--- config.mk ---
export PLATFORM = sky130hd
export DESIGN_NAME = dvfs_req_engine
export DESIGN_NICKNAME = d
export VERILOG_FILES = /design/src/rtl/dvfs_req_pkg.sv /design/src/rtl/dvfs_req_ctrl.sv /design/src/rtl/dvfs_req_datapath.sv /design/src/rtl/dvfs_req_engine.sv
export SDC_FILE = /design/constraint.sdc
export NUM_CORES = 1
export LEC_CHECK = 0
export BUFFER_PORTS_ARGS = -buffer_cell sky130_fd_sc_hd__buf_4
export CELL_PAD_IN_SITES_DETAIL_PLACEMENT = 0
export CELL_PAD_IN_SITES_GLOBAL_PLACEMENT = 2
export CORE_MARGIN = 10
export CORE_UTILIZATION = 31
export DETAILED_ROUTE_END_ITERATION = 12
export GPL_TIMING_DRIVEN = 0
export PLACE_DENSITY = 0.86
export REMOVE_ABC_BUFFERS = 1
export SYNTH_ARGS = -nofsm -noshare
export SYNTH_HDL_FRONTEND = slang
export SYNTH_HIERARCHICAL = 1
export SYNTH_SLANG_ARGS = --single-unit
--- constraint.sdc ---
create_clock -name clk -period 2.9 [get_ports clk]
set_input_delay 0.725 -clock clk [delete_from_list [all_inputs] [get_ports clk]]
set_output_delay 0.725 -clock clk [all_outputs]
set_load 0.005 [all_outputs]
--- src/rtl/dvfs_req_pkg.sv ---
package dvfs_req_pkg;

  typedef enum logic [1:0] {
    KIND_PERF0 = 2'd0,
    KIND_PERF1 = 2'd1,
    KIND_CFG   = 2'd2
  } reqKind_t;

  // strobes from control to datapath
  typedef struct packed {
    logic        finish;
    reqKind_t    kind;
    logic [31:0] arg;
  } opStrobe_t;

  localparam int NUM_KINDS   = 3;
  localparam int NUM_CLUSTER = 2;

  localparam logic [7:0] OFS_PERF0  = 8'h00;
  localparam logic [7:0] OFS_PERF1  = 8'h08;
  localparam logic [7:0] OFS_CMD    = 8'h10;
  localparam logic [7:0] OFS_STATUS = 8'h18;
  localparam logic [7:0] OFS_RDATA  = 8'h74;

  localparam int CMD_START_BIT = 31;

endpackage

--- src/rtl/dvfs_req_ctrl.sv ---
module dvfs_req_ctrl
  import dvfs_req_pkg::*;
#(
  parameter int ADDR_W    = 8,
  parameter int OP_CYCLES = 150000
) (
  input  logic              clk,
  input  logic              rstN,
  input  logic              busSel,
  input  logic              busWrite,
  input  logic [ADDR_W-1:0] busAddr,
  input  logic [31:0]       busWdata,
  output opStrobe_t         opStrobe,
  output logic              busy
);

  localparam int CNT_W = $clog2(OP_CYCLES + 1);
  localparam logic [CNT_W-1:0] CNT_LAST = CNT_W'(OP_CYCLES - 1);

  logic [CNT_W-1:0] cnt;
  reqKind_t         kindQ;
  logic [31:0]      argQ;
  logic             startReq;
  reqKind_t         kindNext;

  always_comb begin
    startReq = 1'b0;
    kindNext = KIND_PERF0;
    if (busSel && busWrite && !busy) begin
      if (busAddr == ADDR_W'(OFS_PERF0)) begin
        startReq = 1'b1;
        kindNext = KIND_PERF0;
      end else if (busAddr == ADDR_W'(OFS_PERF1)) begin
        startReq = 1'b1;
        kindNext = KIND_PERF1;
      end else if (busAddr == ADDR_W'(OFS_CMD) && busWdata[CMD_START_BIT]) begin
        startReq = 1'b1;
        kindNext = KIND_CFG;
      end
    end
  end

  always_ff @(posedge clk or negedge rstN) begin
    if (!rstN) begin
      busy  <= 1'b0;
      cnt   <= '0;
      kindQ <= KIND_PERF0;
      argQ  <= '0;
    end else if (startReq) begin
      busy  <= 1'b1;
      cnt   <= CNT_LAST;
      kindQ <= kindNext;
      argQ  <= busWdata;
    end else if (busy) begin
      if (cnt == '0) busy <= 1'b0;
      else           cnt  <= cnt - 1'b1;
    end
  end

  assign opStrobe.finish = busy && (cnt == '0);
  assign opStrobe.kind   = kindQ;
  assign opStrobe.arg    = argQ;

  AST_FINISH_ENDS_BUSY: assert property (@(posedge clk) disable iff (!rstN)
    opStrobe.finish |=> !busy);
  AST_BUSY_HOLDS: assert property (@(posedge clk) disable iff (!rstN)
    (busy && !opStrobe.finish) |=> busy);
  AST_REQ_LOCKED: assert property (@(posedge clk) disable iff (!rstN)
    (busy && !opStrobe.finish) |=> ($stable(kindQ) && $stable(argQ)));
  AST_CNT_RANGE: assert property (@(posedge clk) disable iff (!rstN)
    cnt <= CNT_LAST);

endmodule

--- src/rtl/dvfs_req_datapath.sv ---
module dvfs_req_datapath
  import dvfs_req_pkg::*;
#(
  parameter int ADDR_W     = 8,
  parameter int NUM_LEVELS = 8,
  parameter int CFG_WORDS  = 16,
  parameter int CFG_FUNC   = 6,
  parameter int OFF_W      = 12
) (
  input  logic              clk,
  input  logic              rstN,
  input  logic              busSel,
  input  logic              busWrite,
  input  logic [ADDR_W-1:0] busAddr,
  input  opStrobe_t         opStrobe,
  output logic [31:0]       busRdata,
  output logic              irq
);

  localparam int LVL_W  = $clog2(NUM_LEVELS);
  localparam int STAT_W = 4 * NUM_KINDS;

  logic [LVL_W-1:0]  perfLvl [NUM_CLUSTER];
  logic [STAT_W-1:0] status;
  logic [STAT_W-1:0] statusSet;
  logic [31:0]       cfgData;
  logic              isPerf, perfOk, cfgOk, okNow, rdStatus;
  logic [OFF_W-1:0]  wordOff;
  logic [31:0]       cfgWord;

  assign isPerf  = (opStrobe.kind != KIND_CFG);
  assign perfOk  = (opStrobe.arg < 32'(NUM_LEVELS));
  assign wordOff = opStrobe.arg[OFF_W-1:0];
  assign cfgOk   = (opStrobe.arg[23:20] == 4'(CFG_FUNC)) && (wordOff < OFF_W'(CFG_WORDS));
  assign okNow   = isPerf ? perfOk : cfgOk;
  assign cfgWord = {8'hC5, 8'(wordOff), 16'(wordOff) * 16'd3 + 16'd1};

  always_comb begin
    statusSet = '0;
    if (opStrobe.finish)
      statusSet[4 * int'(opStrobe.kind) + (okNow ? 0 : 1)] = 1'b1;
  end

  assign rdStatus = busSel && !busWrite && (busAddr == ADDR_W'(OFS_STATUS));

  always_ff @(posedge clk or negedge rstN) begin
    if (!rstN)         status <= '0;
    else if (rdStatus) status <= statusSet;
    else               status <= status | statusSet;
  end

  for (genvar c = 0; c < NUM_CLUSTER; c++) begin : g_cluster
    always_ff @(posedge clk or negedge rstN) begin
      if (!rstN)
        perfLvl[c] <= '0;
      else if (opStrobe.finish && isPerf && perfOk && (int'(opStrobe.kind) == c))
        perfLvl[c] <= opStrobe.arg[LVL_W-1:0];
    end

    AST_LEVEL_ONLY_ON_OK: assert property (@(posedge clk) disable iff (!rstN)
      !(opStrobe.finish && perfOk && (int'(opStrobe.kind) == c)) |=> $stable(perfLvl[c]));
  end

  always_ff @(posedge clk or negedge rstN) begin
    if (!rstN)
      cfgData <= '0;
    else if (opStrobe.finish && !isPerf && cfgOk)
      cfgData <= cfgWord;
  end

  always_comb begin
    busRdata = '0;
    if (busSel && !busWrite) begin
      case (busAddr)
        ADDR_W'(OFS_PERF0):  busRdata = 32'(perfLvl[0]);
        ADDR_W'(OFS_PERF1):  busRdata = 32'(perfLvl[1]);
        ADDR_W'(OFS_STATUS): busRdata = 32'(status);
        ADDR_W'(OFS_RDATA):  busRdata = cfgData;
        default:             busRdata = '0;
      endcase
    end
  end

  assign irq = |status;

  AST_READ_CLEARS: assert property (@(posedge clk) disable iff (!rstN)
    (rdStatus && !opStrobe.finish) |=> !irq);
  AST_FINISH_RAISES: assert property (@(posedge clk) disable iff (!rstN)
    opStrobe.finish |=> irq);
  AST_CFG_ONLY_ON_OK: assert property (@(posedge clk) disable iff (!rstN)
    !(opStrobe.finish && !isPerf && cfgOk) |=> $stable(cfgData));

endmodule

--- src/rtl/dvfs_req_engine.sv ---
module dvfs_req_engine
  import dvfs_req_pkg::*;
#(
  parameter int ADDR_W     = 8,
  parameter int OP_CYCLES  = 150000,
  parameter int NUM_LEVELS = 8,
  parameter int CFG_WORDS  = 16
) (
  input  logic              clk,
  input  logic              rstN,
  input  logic              busSel,
  input  logic              busWrite,
  input  logic [ADDR_W-1:0] busAddr,
  input  logic [31:0]       busWdata,
  output logic [31:0]       busRdata,
  output logic              irq
);

  opStrobe_t opStrobe;
  logic      busy;

  dvfs_req_ctrl #(
    .ADDR_W   (ADDR_W),
    .OP_CYCLES(OP_CYCLES)
  ) u_ctrl (
    .clk     (clk),
    .rstN    (rstN),
    .busSel  (busSel),
    .busWrite(busWrite),
    .busAddr (busAddr),
    .busWdata(busWdata),
    .opStrobe(opStrobe),
    .busy    (busy)
  );

  dvfs_req_datapath #(
    .ADDR_W    (ADDR_W),
    .NUM_LEVELS(NUM_LEVELS),
    .CFG_WORDS (CFG_WORDS)
  ) u_datapath (
    .clk     (clk),
    .rstN    (rstN),
    .busSel  (busSel),
    .busWrite(busWrite),
    .busAddr (busAddr),
    .opStrobe(opStrobe),
    .busRdata(busRdata),
    .irq     (irq)
  );

endmodule

# == Yosys cells after proc, flatten, opt, wreduce, memory -nomap -nowiden ==
# Index checks and enable logic that the tools add are counted.
# totals
reg_bits,96
in_bits,44
out_inout_bits,33
word_cells,70
# classes
add_sub_neg,3
mul,1
magnitude_cmp,4
eq_ne,8
mux,22
bitwise,1
n_reduce_logical,23
# op_table
operator,n
$pmux 32 s4,1
$mux 18,3
$add 5x32->32,1
$ge 32x1->1 const B,1
$lt 32x4->1 const B,1
$lt 32x6->1 const B,1
$mux 32,1
$mux 12,2
$logic_not 18->1,1
$sub 18x1->18 const B,1
$eq 8x5->1 const B,2
$add 14x1->15 const B,1
$logic_and 1x1->1,14
$mul 12x2->14 const B,1
$lt 12x5->1 const B,1
$or 12x12->12,1
$reduce_or 12->1,1
$mux 1,10
$eq 8x4->1 const B,1
$eq 8x7->1 const B,1
$logic_not 8->1,1
$mux 2,4
$demux 1 s4,1
$eq 4x3->1 const B,1
other kinds (7),9

# == Depth between registers and ports, before layout ==
# logic_depth
ltp_word,12
ltp_mapped,11

# == Hierarchy ==
# Netlist, hierarchy kept.
# modules_own_cells
module,n_inst,cells_each,area_each_um2,seq_area_each_um2
dvfs_req_datapath,1,292,2479.9,875.8
dvfs_req_ctrl,1,250,2327.2,1326.3

# == Worst setup path before layout ==
# OpenSTA, ideal clock, no wires.
# synth_timing
kind,reg-to-reg
startpoint,register u_ctrl.cnt[11]
endpoint,register u_datapath.cfgData[10]
arrival_time_ns,2.990
required_time_ns,2.831
path_slack_ns,-0.159
stages_incl_launch_ff,10
period_less_slack_ns,3.059
path_cell_list,dfrtp_1 > or4_4 > nor4b_2 > nor2b_1 > nand4b_1 > or4_1 > or2_1 > clkbuf_2 > or4_1 > nand3_1
# synth_lines
item,line,source
from (decl),dvfs_req_ctrl.sv:20,logic [CNT_W-1:0] cnt;
from (signal assigned),dvfs_req_ctrl.sv:56,else cnt <= cnt - 1'b1;
to (signal assigned),dvfs_req_datapath.sv:68,cfgData <= cfgWord;
to (decl),dvfs_req_datapath.sv:26,logic [31:0] cfgData;

==> results.md <==
- Routed wl met3: ~700 um
- DR WL/cell: about 16 um
- WP data arrival: about 3200 ps
- FP Rows: between 40 and 50
- Die Ht: between 100 and 150 um
- Post-Syn Area: a little under 5000 um^2
- Die ar.: around 21000 um^2
- Post-synth ARST share: 100%
- Net Sw Power: ~0.53 mW
- Layout cell share with drive strength beyond 1: 21.1%
- Max_slew headroom: between 20% and 30%
- Synth unique cells: between 50 and 60
- Seq/Total Area, Yosys: between 40% and 50%
- Worst slew pin tran: between 1000 and 1500 ps
- CP Launch Point: u_ctrl/cnt[11]$_DFFE_PN0P_
- GP Congestion: 0.830
- Ant diodes: 0
- Final wirelength: 12800 um
- Cell internal pwr: approximately 1.9 mW
- Sequential Power Share: between 50% and 60%
- I/O pin count: 77
- Number of global-route vias before repair: 4088
- Final Worst Setup Slack: -33.9 ps
- DRT iter0 DRCs: ~200
- Largest net degree at the start of global routing: between 80 and 90
- Final Hold Viols: 0
- Total power draw: 2.45 mW
- Worst hold path startpoint: u_datapath/cfgData[24]$_DFFE_PN0P_
- Combinational share of power: 3.9%
- Status: complete, but fails checks
- Core Box Area: 15200 um^2
- Dpl cell area: about 5500 um^2
- H-tree levels: 3
- YS warnings: 6
- Leak pwr: approximately 2.9 nW
- Antenna violations before repair: 0
- Top-area cell type share of the netlist area: about 46%
- Met2 WL: 6230 um
- DR vias/cell: 5.00
- Max Slew Vio Count: 0
- Worst IR Drop VDD: 0.266 mV
- WP data required: 3180 ps
- GRT overflow: 0
- Detailed placer's ending HPWL: 8860 um
- Post-synthesis register bit count: 88
- Fmax: 0.341 GHz
- Switching Fraction: a little over a fifth
- Post-synth EDFFs: 0
- Power density over the cells: between 400 and 500 nW/um^2
- CTS max path bufs: 2
- Synth top area cells: dfrtp_1 46%, nand2_1 11%, ha_1 5.7%
- Layout area overhead: 26.0%
- Setup TNS: -33.9 ps
- Clock skew: 7.78 ps
- Clk pwr share: 45.9%
- Area leader, netlist: dfrtp_1
- Area taken by multi-input logic gates: approximately 2600 um^2
- Initial Util: a little under a third
- Mapped Cells: 542
- RSZ-0062 raised after global routing: yes
- Final Cell Area: 6060 um^2
- Crit-path max FO: 4
- CTS sink cnt: just under 90
- Num CTS Buffers: 9
- Kind of critical path: reg -> reg
- Most used DFF post-synth: dfrtp_1
- Max-cap violations: 0
- Root Buffer: clkbuf_16
- Nets: 682
- # DRC: 0
- # setup viols final: 1
- FILL cells: between 1500 and 2000
- Avg Cell Area, Syn: 8.87 um^2
- Critical Path Source Type: flop
- Vias: slightly above 4000
- Hold Path Class: reg -> reg
- IO Port Bufs: 70
- Highest metal used: met4
- Reg2reg start: u_ctrl/cnt[11]$_DFFE_PN0P_
- Total GRT Usage: between 10% and 20%
- Violated checks: setup timing
- Final Cycle Share: 101%
- Drt pass-1 iters: 4
- Clk Latency, worst-skew pair: 340 ps
- Clk slew on worst S/H paths: 70 ps
- First-pass GRT wire length: about 21000 um
- Antenna violation net count after detailed routing: 0
- Die X-Extent: 145 um
- Fin crit period: just under 3000 ps
- FF+latch area: around 2200 um^2
- Wl on met1: about 5700 um
- TritonCTS clock tree: yes
- Worst setup EP type: flop
logic make-up after synthesis:
group                      after synthesis  share of synthesized area [%]
and+or+nand+nor                        271                           26.4
DFF                                     88                           45.8
AOI/OAI and AO/OA                       86                           11.8
buffers and inverters                   48                           4.55
adders and majority gates               23                           6.14
muxes                                   19                           4.11
xor gates and xnor gates                 6                           1.09
other                                    1                         0.0780
routing by layer:
layer | vias to the layer above | track usage (%)
li1 | 2007 | -
met1 | 1928 | 15.2
met2 | 87 | 20.5
met3 | 16 | 3.44
met4 | 0 | 4.15
met5 | - | 0
worst max-delay path: stages, from the launching register on:
cell and delay, ps:
dfrtp_1 390, or4_4 560, nor4b_4 270, nor2b_4 200, nand4b_1 100, or4_4 560
or2_4 290, or4_4 430, nand3_2 70
metrics by stage:
stage	hold slack (ps)	util, %	std cells	setup WS, ps
after detailed placement	446	36.1	778	-1050
after global routing	481	39.8	808	-116
after floorplan	425	-	519	-459
final	457	39.8	808	-33.9
after global placement	441	35.8	777	-1890
after CTS	462	38.9	805	-56.6
cell usage in the layout, fill, tap and decap left out, types with 4 or more instances in the layout:
cell type / Yosys / layout
a21oi_1: 13 / 13
a22oi_1: 4 / 4
and2_1: 16 / 16
buf_4: 9 / 77
clkbuf_16: 0 / 10
conb_1: 1 / 6
dfrtp_1: 88 / 88
ha_1: 22 / 22
inv_1: 20 / 20
mux2_2: 6 / 6
mux2i_1: 13 / 13
nand2_1: 146 / 144
nand2b_1: 8 / 8
nand3_1: 11 / 9
nand4_1: 6 / 6
nor2_1: 30 / 28
nor2b_1: 7 / 6
nor3_1: 11 / 9
nor4_1: 12 / 11
o211ai_1: 5 / 5
o21a_1: 5 / 5
o21ai_0: 29 / 24
o21ai_1: 0 / 5
or3_1: 4 / 4
or4_4: 2 / 4
xor2_1: 5 / 5
final cells by class:
class                   instances  share of cell area, %
inverters                      20                   1.24
well taps                     188                   3.88
clock inverters                 4                  0.454
repair buffers                 83                   11.4
clock buffers                  12                   4.40
flip-flops and latches         88                   36.4
multi-input cells             413                   42.3
flip-flops by register name (all words and copies together), names as in the netlist:
| register | flops |
|---|---|
| u_ctrl/argQ | 32 |
| u_ctrl/busy | 1 |
| u_ctrl/cnt | 18 |
| u_ctrl/kindQ | 2 |
| u_datapath/cfgData | 23 |
| u_datapath/perfLvl | 6 |
| u_datapath/status | 6 |
path summary, 6_finish.rpt:
path	slack, ps	cells past startpoint	to
max	-30	8	u_datapath/cfgData[10]$_DFFE_PN0P_
max in group asynchronous	1620	1	u_datapath/cfgData[20]$_DFFE_PN0P_
min reg2reg	460	1	u_datapath/cfgData[24]$_DFFE_PN0P_
min	460	1	u_datapath/cfgData[24]$_DFFE_PN0P_
min in group asynchronous	590	1	u_ctrl/cnt[2]$_DFFE_PN0P_
max reg2reg	-30	8	u_datapath/cfgData[10]$_DFFE_PN0P_
repair_timing:
action                                  4_1_cts  5_1_grt
gates resized for setup                       9       25
cloned                                        2        1
hold buffers                                  0        0
endpoints found under the setup margin       47       23
buffers inserted                              9        2
pin swaps                                     6       10
Yosys cell counts, types with 5 or more instances:
library cell	instances
a21oi_1	13
and2_1	16
buf_4	9
clkbuf_1	15
dfrtp_1	88
ha_1	22
inv_1	20
mux2_2	6
mux2i_1	13
nand2_1	146
nand2b_1	8
nand3_1	11
nand4_1	6
nor2_1	30
nor2b_1	7
nor3_1	11
nor4_1	12
o211ai_1	5
o21a_1	5
o21ai_0	29
o31ai_1	6
or4_1	5
xor2_1	5
power groups by stage:
stage	Clock (mW)	Sequential [mW]	Combinational (mW)
floorplan	0	1.25	0.0160
global placement	0	1.26	0.0933
detailed placement	0	1.26	0.0966
CTS	1.16	1.23	0.0978
global route	1.22	1.23	0.108
finish	1.12	1.23	0.0956
No activity file was read; power rests on OpenSTA's default activity.
